**src/rtl/lsu_pkg.sv**
```systemverilog
package lsu_pkg;

  localparam int REG_IDX_W = 4;
  localparam int IMM_W     = 12;
  localparam int SHAMT_W   = 5;

  typedef enum logic [1:0] {
    SH_LSL = 2'b00,
    SH_LSR = 2'b01,
    SH_ASR = 2'b10,
    SH_ROR = 2'b11
  } shift_kind_e;

  typedef enum logic [2:0] {
    ST_IDLE,
    ST_CALC,
    ST_REQ,
    ST_WAIT,
    ST_WB,
    ST_FIN
  } xfer_state_e;

  typedef struct packed {
    logic                 imm_sel;
    logic                 pre;
    logic                 up;
    logic                 byte_sz;
    logic                 wback;
    logic                 load;
    logic [REG_IDX_W-1:0] rn;
    logic [REG_IDX_W-1:0] rd;
    logic [REG_IDX_W-1:0] rm;
    logic [SHAMT_W-1:0]   sh_amt;
    shift_kind_e          sh_kind;
    logic [IMM_W-1:0]     imm;
  } xfer_dec_t;

  function automatic xfer_dec_t decode_xfer(input logic [31:0] w);
    xfer_dec_t d;
    d.imm_sel = w[25];
    d.pre     = w[24];
    d.up      = w[23];
    d.byte_sz = w[22];
    d.wback   = w[21];
    d.load    = w[20];
    d.rn      = w[19:16];
    d.rd      = w[15:12];
    d.rm      = w[3:0];
    d.sh_amt  = w[11:7];
    d.sh_kind = shift_kind_e'(w[6:5]);
    d.imm     = w[11:0];
    return d;
  endfunction

endpackage

```
**src/rtl/lsu_offset_shift.sv**
```systemverilog
module lsu_offset_shift
  import lsu_pkg::*;
#(
  parameter int DATA_W = 32
) (
  input  logic               imm_sel,
  input  logic [IMM_W-1:0]   imm,
  input  logic [DATA_W-1:0]  reg_val,
  input  logic [SHAMT_W-1:0] amt,
  input  shift_kind_e        kind,
  output logic [DATA_W-1:0]  offset
);

  logic [DATA_W-1:0] shifted;

  always_comb begin
    unique case (kind)
      SH_LSL:  shifted = reg_val << amt;
      SH_LSR:  shifted = reg_val >> amt;
      SH_ASR:  shifted = $unsigned($signed(reg_val) >>> amt);
      default: shifted = DATA_W'({reg_val, reg_val} >> amt);
    endcase
  end

  assign offset = imm_sel ? DATA_W'(imm) : shifted;

endmodule

```
**src/rtl/lsu_addr_gen.sv**
```systemverilog
module lsu_addr_gen #(
  parameter int DATA_W = 32
) (
  input  logic [DATA_W-1:0] base,
  input  logic [DATA_W-1:0] offset,
  input  logic              up,
  input  logic              pre,
  output logic [DATA_W-1:0] new_base,
  output logic [DATA_W-1:0] access_addr
);

  assign new_base    = up ? (base + offset) : (base - offset);
  assign access_addr = pre ? new_base : base;

endmodule

```
**src/rtl/lsu_lane_align.sv**
```systemverilog
module lsu_lane_align #(
  parameter int DATA_W = 32,
  localparam int LANES  = DATA_W / 8,
  localparam int LANE_W = $clog2(LANES)
) (
  input  logic [LANE_W-1:0] lane,
  input  logic              byte_sz,
  input  logic [DATA_W-1:0] store_val,
  input  logic [DATA_W-1:0] load_raw,
  output logic [DATA_W-1:0] store_data,
  output logic [LANES-1:0]  strobes,
  output logic [DATA_W-1:0] load_val
);

  logic [DATA_W-1:0] byte_copies;
  logic [LANE_W+2:0] bit_sh;

  for (genvar g = 0; g < LANES; g++) begin : g_lane
    assign byte_copies[g*8 +: 8] = store_val[7:0];
  end

  assign bit_sh     = {1'b0, lane, 3'b000};
  assign store_data = byte_sz ? byte_copies : store_val;
  assign strobes    = byte_sz ? (LANES'(1) << lane) : {LANES{1'b1}};

  always_comb begin
    if (byte_sz)
      load_val = {{(DATA_W-8){1'b0}}, 8'(load_raw >> bit_sh)};
    else
      load_val = DATA_W'({load_raw, load_raw} >> bit_sh);
  end

endmodule

```
**src/rtl/lsu_xfer_unit.sv**
```systemverilog
module lsu_xfer_unit
  import lsu_pkg::*;
#(
  parameter int DATA_W = 32,
  localparam int LANES  = DATA_W / 8,
  localparam int LANE_W = $clog2(LANES)
) (
  input  logic                 clk,
  input  logic                 rst,
  input  logic                 start,
  input  logic [31:0]          instr,
  output logic [REG_IDX_W-1:0] rf_base_idx,
  output logic [REG_IDX_W-1:0] rf_off_idx,
  output logic [REG_IDX_W-1:0] rf_src_idx,
  input  logic [DATA_W-1:0]    rf_base_val,
  input  logic [DATA_W-1:0]    rf_off_val,
  input  logic [DATA_W-1:0]    rf_src_val,
  output logic                 mem_req_valid,
  input  logic                 mem_req_ready,
  output logic                 mem_we,
  output logic [DATA_W-1:0]    mem_addr,
  output logic [LANES-1:0]     mem_be,
  output logic [DATA_W-1:0]    mem_wdata,
  input  logic                 mem_rvalid,
  input  logic [DATA_W-1:0]    mem_rdata,
  output logic                 wb_ld_en,
  output logic [REG_IDX_W-1:0] wb_ld_idx,
  output logic [DATA_W-1:0]    wb_ld_data,
  output logic                 wb_base_en,
  output logic [REG_IDX_W-1:0] wb_base_idx,
  output logic [DATA_W-1:0]    wb_base_data,
  output logic                 done
);

  xfer_state_e       st;
  xfer_dec_t         dec_q;
  logic [DATA_W-1:0] offset, new_base, acc_addr, nbase_q;
  logic [DATA_W-1:0] st_data, ld_val;
  logic [LANES-1:0]  strobe;
  logic [LANE_W-1:0] lane_q, lane_sel;
  logic              base_wr;

  assign rf_base_idx = dec_q.rn;
  assign rf_off_idx  = dec_q.rm;
  assign rf_src_idx  = dec_q.rd;
  assign wb_ld_idx   = dec_q.rd;
  assign wb_base_idx = dec_q.rn;

  lsu_offset_shift #(.DATA_W(DATA_W)) u_shift (
    .imm_sel (dec_q.imm_sel),
    .imm     (dec_q.imm),
    .reg_val (rf_off_val),
    .amt     (dec_q.sh_amt),
    .kind    (dec_q.sh_kind),
    .offset  (offset)
  );

  lsu_addr_gen #(.DATA_W(DATA_W)) u_addr (
    .base        (rf_base_val),
    .offset      (offset),
    .up          (dec_q.up),
    .pre         (dec_q.pre),
    .new_base    (new_base),
    .access_addr (acc_addr)
  );

  assign lane_sel = (st == ST_CALC) ? acc_addr[LANE_W-1:0] : lane_q;

  lsu_lane_align #(.DATA_W(DATA_W)) u_align (
    .lane       (lane_sel),
    .byte_sz    (dec_q.byte_sz),
    .store_val  (rf_src_val),
    .load_raw   (mem_rdata),
    .store_data (st_data),
    .strobes    (strobe),
    .load_val   (ld_val)
  );

  // base update: always when post-indexed, on request when pre-indexed;
  // a load into the same register takes precedence
  assign base_wr = (!dec_q.pre || dec_q.wback) &&
                   !(dec_q.load && (dec_q.rd == dec_q.rn));

  always_ff @(posedge clk) begin
    if (rst) begin
      st            <= ST_IDLE;
      dec_q         <= '0;
      nbase_q       <= '0;
      lane_q        <= '0;
      mem_req_valid <= 1'b0;
      mem_we        <= 1'b0;
      mem_addr      <= '0;
      mem_be        <= '0;
      mem_wdata     <= '0;
      wb_ld_en      <= 1'b0;
      wb_ld_data    <= '0;
      wb_base_en    <= 1'b0;
      wb_base_data  <= '0;
      done          <= 1'b0;
    end else begin
      done       <= 1'b0;
      wb_ld_en   <= 1'b0;
      wb_base_en <= 1'b0;
      unique case (st)
        ST_IDLE: begin
          if (start) begin
            dec_q <= decode_xfer(instr);
            st    <= ST_CALC;
          end
        end
        ST_CALC: begin
          mem_addr      <= dec_q.byte_sz ? acc_addr
                                         : {acc_addr[DATA_W-1:LANE_W], {LANE_W{1'b0}}};
          mem_be        <= strobe;
          mem_wdata     <= st_data;
          mem_we        <= !dec_q.load;
          mem_req_valid <= 1'b1;
          nbase_q       <= new_base;
          lane_q        <= acc_addr[LANE_W-1:0];
          st            <= ST_REQ;
        end
        ST_REQ: begin
          if (mem_req_ready) begin
            mem_req_valid <= 1'b0;
            if (dec_q.load) begin
              st <= ST_WAIT;
            end else begin
              wb_base_en   <= base_wr;
              wb_base_data <= nbase_q;
              st           <= ST_WB;
            end
          end
        end
        ST_WAIT: begin
          if (mem_rvalid) begin
            wb_ld_en     <= 1'b1;
            wb_ld_data   <= ld_val;
            wb_base_en   <= base_wr;
            wb_base_data <= nbase_q;
            st           <= ST_WB;
          end
        end
        ST_WB: begin
          done <= 1'b1;
          st   <= ST_FIN;
        end
        default: st <= ST_IDLE;
      endcase
    end
  end

endmodule

```
**config.mk**
```make
export PLATFORM = sky130hd
export DESIGN_NAME = lsu_xfer_unit
export DESIGN_NICKNAME = d
export VERILOG_FILES = /design/src/rtl/lsu_pkg.sv /design/src/rtl/lsu_offset_shift.sv /design/src/rtl/lsu_addr_gen.sv /design/src/rtl/lsu_lane_align.sv /design/src/rtl/lsu_xfer_unit.sv
export SDC_FILE = /design/constraint.sdc
export NUM_CORES = 1
export LEC_CHECK = 0
export ABC_AREA = 1
export BUFFER_PORTS_ARGS = -buffer_cell sky130_fd_sc_hd__clkbuf_2
export CORE_MARGIN = 5
export CORE_UTILIZATION = 35
export CTS_CLUSTER_DIAMETER = 40
export DETAILED_ROUTE_END_ITERATION = 6
export REMOVE_ABC_BUFFERS = 1
export SYNTH_ARGS = -nofsm -noshare
export SYNTH_HDL_FRONTEND = slang
export SYNTH_HIERARCHICAL = 1
export SYNTH_SLANG_ARGS = --single-unit
```
**constraint.sdc**
```tcl
create_clock -name clk -period 6.13 [get_ports clk]
set_clock_uncertainty 0.15 [all_clocks]
set_input_delay 0.3065 -clock clk [delete_from_list [all_inputs] [get_ports clk]]
set_output_delay 0.3065 -clock clk [all_outputs]
set_load 0.1 [all_outputs]
```
## After elaboration in Yosys (flattened, before gate mapping)

Cells that the tools add are included.

| cells by class | value |
|---|---|
| reduce and logical (&&, ||, !) cells | 16 |
| mux-type cells | 26 |
| add/sub/neg operators | 2 |
| shift-type cells | 7 |
| bitwise operators | 1 |
| equal/unequal tests | 11 |

Operators by type and width:

| operator | count |
|---|---|
| two-way mux 32 bit | 8 |
| >> shifter 64 x 5 -> 32 bit | 2 |
| case mux 32 bit (3 select lines) | 1 |
| case mux 32 bit (2 select lines) | 1 |
| adder 32 bit | 1 |
| left shift 32 x 5 -> 32 bit | 1 |
| >> shifter 32 x 5 -> 32 bit | 1 |
| >> shifter 32 x 5 -> 8 bit | 1 |
| >>> shifter 32 x 5 -> 32 bit | 1 |
| subtractor 32 bit | 1 |
| case mux 3 bit (5 select lines) | 1 |
| two-way mux 3 bit | 4 |
| != test 2 bit (second input constant) | 4 |
| equality test 3 x 2 -> 1 bit (second input constant) | 2 |
| two-way mux 1 bit | 6 |
| AND reduction 2 bit | 3 |
| equality test 4 bit | 1 |
| two-way mux 2 bit | 2 |
| two-way mux 4 bit | 1 |
| case mux 1 bit (2 select lines) | 2 |
| AND reduction 4 bit | 1 |
| nonzero test 2 bit | 2 |
| left shift 1 x 2 -> 4 bit (first input constant) | 1 |
| equality test 3 x 1 -> 1 bit (second input constant) | 1 |
| other kinds (11) | 14 |

| storage, ports and cells | value |
|---|---|
| logic and storage cells | 88 |
| input bits | 165 |
| output and inout port bits | 157 |
| flip-flop bits (word level) | 211 |

## Depth between registers and ports, before layout

Gate-level depths: netlist of run 1.

| logic depth | value |
|---|---|
| depth after elaboration | 9 |
| depth in mapped cells | 38 |
| depth with buffers taken out | 36 |

## Modules after synthesis

Netlist of run 1, hierarchy kept.

Modules (own cells, without submodules):

| module | sequential area each (sq um) | cells an instance | area an instance (sq um) | times used |
|---|---|---|---|---|
| lsu_xfer_unit | 4,003.8 | 990 | 7,457.2 | 1 |
| lsu_offset_shift | 0.0 | 931 | 4,344.2 | 1 |
| lsu_addr_gen | 0.0 | 715 | 3,609.7 | 1 |
| lsu_lane_align | 0.0 | 307 | 1,380.1 | 1 |

## Least setup slack after synthesis of run 1

OpenSTA, ideal clock, no wires.

| timing | value |
|---|---|
| path kind | reg2reg |
| start | register dec_q[14] (netlist bit) |
| end | register mem_addr[31] |
| stages on the path, launching flop included | 35 |
| required time | 5.848 ns |
| arrival time | 3.629 ns |
| setup slack | 2.219 ns |
| cells stage by stage | dfxtp_1 -> buf_6 -> inv_6 -> buf_8 -> nand2_2 -> nand3_2 -> nand3_1 -> nand2_1 -> nand2_1 -> nand2_1 -> a21oi_1 -> o21ai_1 -> nand2_1 -> nand2_1 -> inv_1 -> ha_1 -> nand4_2 -> nor2_2 -> nand2_2 -> o21ai_2 -> nand3_1 -> xor2_1 -> ha_1 -> nand2_1 -> inv_1 -> a21oi_1 -> nand2_1 -> a21oi_1 -> nand2_1 -> nand2_1 -> nand2_2 -> nand2_1 -> nand2_1 -> nand2_1 -> a21oi_1 |

| on the way | value |
|---|---|
| word-level cells in the longest chain between the ends | 6 |
| elaborated cells on any way between the ends | 10 |

RTL lines:

| what | line | RTL |
|---|---|---|
| start: declaration | lsu_xfer_unit.sv:36 | `xfer_dec_t dec_q;` |
| start signal: assignment | lsu_xfer_unit.sv:107 | `dec_q <= decode_xfer(instr);` |
| >> shifter 64 x 5 -> 32 bit (tied with other cells) | lsu_offset_shift.sv:21 | `default: shifted = DATA_W'({reg_val, reg_val} >> amt);` |
| case mux 32 bit (3 select lines) * | lsu_offset_shift.sv:17 | `unique case (kind)` |
| two-way mux 32 bit * | lsu_offset_shift.sv:25 | `assign offset = imm_sel ? DATA_W'(imm) : shifted;` |
| net offset[1] | lsu_xfer_unit.sv:37 | `logic [DATA_W-1:0] offset, new_base, acc_addr, nbase_q;` |
| subtractor 32 bit / adder 32 bit (equally long branches) | lsu_addr_gen.sv:12 | `assign new_base = up ? (base + offset) : (base - offset);` |
| two-way mux 32 bit * | lsu_addr_gen.sv:12 |  |
| net new_base[31] | lsu_xfer_unit.sv:37 |  |
| two-way mux 32 bit * | lsu_addr_gen.sv:13 | `assign access_addr = pre ? new_base : base;` |
| net acc_addr[31] | lsu_xfer_unit.sv:37 |  |
| end signal: assignment | lsu_xfer_unit.sv:112 | `mem_addr <= dec_q.byte_sz ? acc_addr` |
| end: declaration | lsu_xfer_unit.sv:21 | `output logic [DATA_W-1:0] mem_addr,` |

Mark *: on every way through the listed nets, which the timed path passes. The rest lies on a longest branch.
A chain may end at the register's enable or synchronous reset.

## Worst setup path after layout of run 1

| timing | value |
|---|---|
| start | register dec_q[14] (netlist bit) |
| end | register mem_addr[27] |

| on the way | value |
|---|---|
| word-level cells in the longest chain between the ends | 6 |
| elaborated cells on any way between the ends | 10 |

RTL lines:

| what | line |
|---|---|
| >> shifter 64 x 5 -> 32 bit (tied with other cells) | lsu_offset_shift.sv:21 |
| case mux 32 bit (3 select lines) * | lsu_offset_shift.sv:17 |
| two-way mux 32 bit * | lsu_offset_shift.sv:25 |
| net offset[1] | lsu_xfer_unit.sv:37 |
| subtractor 32 bit / adder 32 bit (equally long branches) | lsu_addr_gen.sv:12 |
| two-way mux 32 bit * | lsu_addr_gen.sv:12 |
| two-way mux 32 bit * | lsu_addr_gen.sv:13 |
| net acc_addr[27] | lsu_xfer_unit.sv:37 |

Marks and branches as above.

==> results of run 1 <==
[layer usage]
| layer | vias to the layer above | global-route usage, % | share of wire, % | wire length, um |
|---|---|---|---|---|
| met5 | - | 0 | 0 | 0 |
| met4 | 0 | 7.67 | 2.8 | 1790 |
| met3 | 90 | 4.03 | 6.9 | 4380 |
| met2 | 702 | 39.1 | 46 | 29300 |
| met1 | 8634 | 30.9 | 44 | 27900 |
| li1 | 9889 | - | - | - |
[cell usage after synthesis (all sizes together)]
cell type  instances
nor2             266
nor3              10
clkinv             1
xnor2             11
o41ai              1
a21boi             1
o31ai              2
xor2              35
a21oi            229
a21o               2
o21bai             3
clkbuf            54
a211oi             1
nand2           1159
or2                3
dfxtp            200
buf              140
o21a               4
and2              17
fa                 1
o21ai             94
and3               3
nand4             10
nand3b             6
o211ai             2
inv              189
ha                39
nand3            460
[worst paths after layout]
path | startpoint | to | slack, ns | cells past startpoint
setup / recovery | dec_q[14] | mem_addr[27] | 1.04 | 30
hold / removal | rf_base_val[17] | mem_addr[17] | 0.05 | 5
setup reg to reg | dec_q[14] | mem_addr[27] | 1.04 | 30
hold reg to reg | wb_ld_data[26] | wb_ld_data[26] | 0.31 | 2
[through the flow]
step | instances | cell area (um^2) | worst slack (ns) | hold slack [ns]
6_report | 3806 | 19500 | 1.04 | 0.0468
5_1_grt | 3806 | 19500 | 0.453 | 0.0457
4_1_cts | 3806 | 19500 | 1.11 | 0.0110
3_5_place_dp | 3712 | 18300 | 1.13 | 0.303
3_3_place_gp | 3712 | 18300 | 1.13 | 0.295
2_1_floorplan | 2749 | 15700 | 0.367 | 0.226
[kinds of logic (layout without fill, tap and decap cells)]
logic type,Yosys count,count (layout)
buffers and inverters,384,632
adders and majority gates,40,40
and+or+nand+nor,1934,1934
xor gates and xnor gates,46,46
AOI/OAI and AO/OA,339,339
DFF,200,200
[registers in the layout, indices dropped and copies added (netlist names), 4 cells and up]
| name | cells |
|---|---|
| dec_q | 15 |
| mem_addr | 32 |
| mem_be | 4 |
| mem_wdata | 32 |
| nbase_q | 32 |
| rf_base_idx | 4 |
| rf_src_idx | 4 |
| wb_base_data | 32 |
| wb_ld_data | 32 |
[critical path, delay by kind of cell (launching register included)]
kind | cells | cell delay, ns
AO/OA/AOI/OAI | 4 | 0.59
XOR/XNOR | 1 | 0.18
adder cells (fa/ha/maj) | 2 | 0.59
AND/OR/NAND/NOR | 21 | 2.61
flip-flops | 1 | 0.61
buffers and inverters | 2 | 0.29
[final cells by class]
cell class	instances	area, um^2	share of cell area, %
multi-input cells	2359	10900	56.0
inverters	190	727	3.72
clock inverters	13	180	0.922
well taps	615	769	3.94
repair buffers	410	2460	12.6
clock buffers	19	443	2.27
flip-flops and latches	200	4010	20.5
[repair_timing]
| action | CTS | global route |
|---|---|---|
| endpoints found under the setup margin | 0 | 0 |
| hold buffers | 62 | 0 |
| resized for setup | 0 | 0 |
| endpoints found under the hold margin | 62 | 0 |
==> results_dict.tcl, run 1 <==
set metrics [dict create \
    worst_slew_pin_slew_ns 0.912 \
    crit_top_cell "nand2_1" \
    yosysSeqAreaShare_pct 23.8 \
    synth_top_family_by_area "simple AND/OR/NAND/NOR gates" \
    dpl.hpwl_mm 47.3 \
    netlist_area_um2 16800 \
    synth_fa_ha_area_share_pct 3.03 \
    gp_congestion 1.01 \
    drtIter0Drc 1689 \
    max_stage_delay_ns 0.61 \
    status "complete, no violations" \
    tritoncts "built" \
    synthTopCellsByArea "nand2_1 25%, dfxtp_1 24%, nand3_1 13%" \
    cts_made_buffers 17 \
    cap_violations 0 \
    syn-mean-instance-area_um2 5.71 \
    port_buffers 315 \
    n_fill_cell 5397 \
    layout_commonest_cell "nand2_1" \
    cts_htree_levels 4 \
    cp_data_arrival_time_ns 5.36 \
    clock_latency_ns 0.49 \
    hold_violations 0 \
    clock.fmax_mhz 197 \
    drv_slew 0 \
    antenna_found_initial 1 \
    synth.distinct_cells 51 \
    io_pins 322 \
    setup_viol 0 \
    drc 0 \
    drive_above_1_share_pct 15.2 \
    post-cts-setup-buffers 0 \
    track_usage_pct 23.4 \
    die_w_um 229 \
    drt-total-wl_mm 63.4 \
    routed_via_density 5.07 \
    vias 19315 \
    finalCriticalPeriod_ns 5.09 \
    grt.overflow.total 0 \
    synth_area_leader_cell "nand2_1" \
    area_delta_synth_final_pct 16.3 \
    rsz0062_at_grt "false" \
    worst-endpoint-required_ns 6.41 \
    hold_class "in -> reg" \
    detail-route-antenna-nets 0 \
    clock_tree.root_cell "clkbuf_16" \
    synth-simple-area-share_pct 48.9 \
    criticalPathCategory "reg -> reg" \
    grt_max_degree 88 \
    cts.path.max_buffers 2 \
    tns_ns 0 \
    first_pass_iters 6 \
    fp.dieArea_um2 52500 \
    nets 3383 \
    max_slew_margin_pct 39.2 \
    core_area_um2 47600 \
    rows 80 \
    synthXorXnorAreaFrac_pct 2.53 \
    cts.sinks 200 \
    synth_top_area_share_pct 25.1 \
    grt_pass1_vias 17995 \
    synthCells 2943 \
    initial_core_util_pct 35.2 \
    cp_max_fo 33 \
    critPathSlowestCell "dfxtp_1" \
    yosysWarnings 6 \
    fin_util_pct 41.0 \
    layout_common_cells "1120 x nand2_1, 443 x nand3_1, 314 x clkbuf_2" \
    finalCritPeriodShare_pct 83.0 \
    synth.area.mux_share_pct 0 \
    clk_pin_slew_worst_paths_ns 0.09 \
    synth_compound_area_share_pct 10.6 \
    grt_pass1_wl_mm 100 \
    cp-end-kind "flop" \
    wl_per_cell_um 16.7 \
    dieHeight_um 229 \
    synth_seq_cells 200 \
    diodes 0 \
    start_kind "flop" \
]
Power of run 1 is left out: the tool's default activity adds up to more than one toggle a clock period on the data nets, which glitch-free logic cannot reach.
==> run 2: changes to the inputs <==
- clock period: 6.13 -> 4.95 ns (I/O delays scaled with it)
==> run 2 against run 1 <==
Compared with the run above:
- sequential share of layout area down 0.73 points
- maximum frequency up 11%
- global-route usage up 0.29 points
- sequential cell count unchanged
- cell area up 3.9%
- first-iteration DRC count down 5.5%
- final cell count up 1.9%
- count of clock-buffer cells in the layout unchanged
- worst setup slack worse by 0.66 ns
- register-to-register slack worse by 0.66 ns
==> results_dict.tcl, run 2 (synthesis gave the netlist of run 1 again) <==
set metrics [dict create \
    status "complete, no violations" \
    antenna_found_initial 0 \
    drt-total-wl_mm 64.8 \
    wl_per_cell_um 16.7 \
    first_pass_iters 6 \
    fp.dieArea_um2 52500 \
    criticalPathCategory "reg -> reg" \
    vias 19653 \
    crit_top_cell "nand2_1" \
    rr_startpoint "dec_q[15]" \
    cap_violations 0 \
    grt_max_degree 101 \
    dieHeight_um 229 \
    cp-end-kind "flop" \
    die_w_um 229 \
    drtIter0Drc 1596 \
    setup_viol 0 \
    layout_common_cells "1115 x nand2_1, 443 x nand3_1, 315 x clkbuf_2" \
    area_delta_synth_final_pct 20.8 \
    hold_class "in -> reg" \
    routed_via_density 5.07 \
    cts.sinks 200 \
    hold_violations 0 \
    crit_end "nbase_q[30]" \
    cts_made_buffers 17 \
    cts.path.max_buffers 2 \
    critPathSlowestCell "dfxtp_4" \
    gp_congestion 0.998 \
    tritoncts "built" \
    finalCriticalPeriod_ns 4.57 \
    r2r_end "nbase_q[30]" \
    rrSetupSlack_ns 0.38 \
    max_stage_delay_ns 0.46 \
    grt_pass1_wl_mm 101 \
    n_fill_cell 5270 \
    worst-endpoint-required_ns 5.14 \
    fin_area_um2 20300 \
    port_buffers 315 \
    initial_core_util_pct 35.2 \
    tns_ns 0 \
    finalCritPeriodShare_pct 92.3 \
    max_slew_margin_pct 30.3 \
    cp_max_fo 30 \
    reg2regPathDepth 28 \
    core_area_um2 47600 \
    start_kind "flop" \
    nets 3454 \
    clock.fmax_mhz 219 \
    grt_pass1_vias 18015 \
    clock_latency_ns 0.50 \
    timing.critical_path.from "dec_q[15]" \
    cts_htree_levels 4 \
    clock_tree.root_cell "clkbuf_16" \
    drc 0 \
    grt.overflow.total 0 \
    dpl.hpwl_mm 49.1 \
    detail-route-antenna-nets 0 \
    cp_data_arrival_time_ns 4.76 \
    worst_slew_pin_slew_ns 1.05 \
    clk_pin_slew_worst_paths_ns 0.07 \
    place_area_um2 18700 \
    io_pins 322 \
    drv_slew 0 \
    layout_commonest_cell "nand2_1" \
    drive_above_1_share_pct 16.8 \
    rows 80 \
    track_usage_pct 23.7 \
]
-- run 2: cell type report --
type                    instances  area (um^2)  share of cell area (%)
flip-flops and latches        200         4010                    19.8
multi-input cells            2359        11000                    54.3
clock inverters                13          130                   0.641
repair buffers                481         3160                    15.6
inverters                     190          737                    3.63
clock buffers                  19          453                    2.23
diodes                          1         2.50                  0.0123
well taps                     615          769                    3.79
-- run 2: repair_timing --
action / 4_1_cts / 5_1_grt
setup buffers: 0 / 3
endpoints found under the hold margin: 85 / 0
gates resized for setup: 0 / 24
hold buffers: 84 / 0
endpoints found under the setup margin: 0 / 63
-- run 2: per-stage QoR --
step	cells	hold slack, ns	setup slack, ns	utilization, %
after floorplan	2749	0.167	-0.813	-
after global placement	3756	0.289	0.194	39.2
after detailed placement	3756	0.296	0.179	39.2
after CTS	3872	0.00550	0.159	42.2
after global routing	3877	0.0314	-0.00629	42.6
final	3878	0.0419	0.380	42.6
-- run 2: per-layer routing --
| layer | global-route usage, % | wire length (um) | vias to the layer above |
|---|---|---|---|
| li1 | - | - | 10030 |
| met1 | 31.4 | 28700 | 8833 |
| met2 | 39.2 | 29900 | 708 |
| met3 | 4.10 | 4350 | 82 |
| met4 | 8.14 | 1940 | 0 |
| met5 | 0 | 0 | - |
-- run 2: worst max-delay path, delay by kind of cell (launching register included) --
family / cells / cell delay, ns
AOI/OAI and AO/OA: 6 / 0.87
xor gates and xnor gates: 1 / 0.24
adders and majority gates: 2 / 0.51
buffers and inverters: 3 / 0.36
DFF: 1 / 0.46
and+or+nand+nor: 16 / 1.81
-- run 2: how the worst min path moves through the flow --
stage | from | to | slack, ns | cells past startpoint
2_1_floorplan | rst | lane_q[0] | 0.17 | 1
3_3_place_gp | dec_q[32] | dec_q[32] | 0.29 | 2
3_5_place_dp | dec_q[32] | dec_q[32] | 0.30 | 2
4_1_cts | rf_base_val[24] | mem_addr[24] | 0.006 | 5
5_1_grt | rf_base_val[24] | mem_addr[24] | 0.03 | 5
6_report | rf_base_val[24] | mem_addr[24] | 0.04 | 5
Power of run 2 is left out for the same reason.
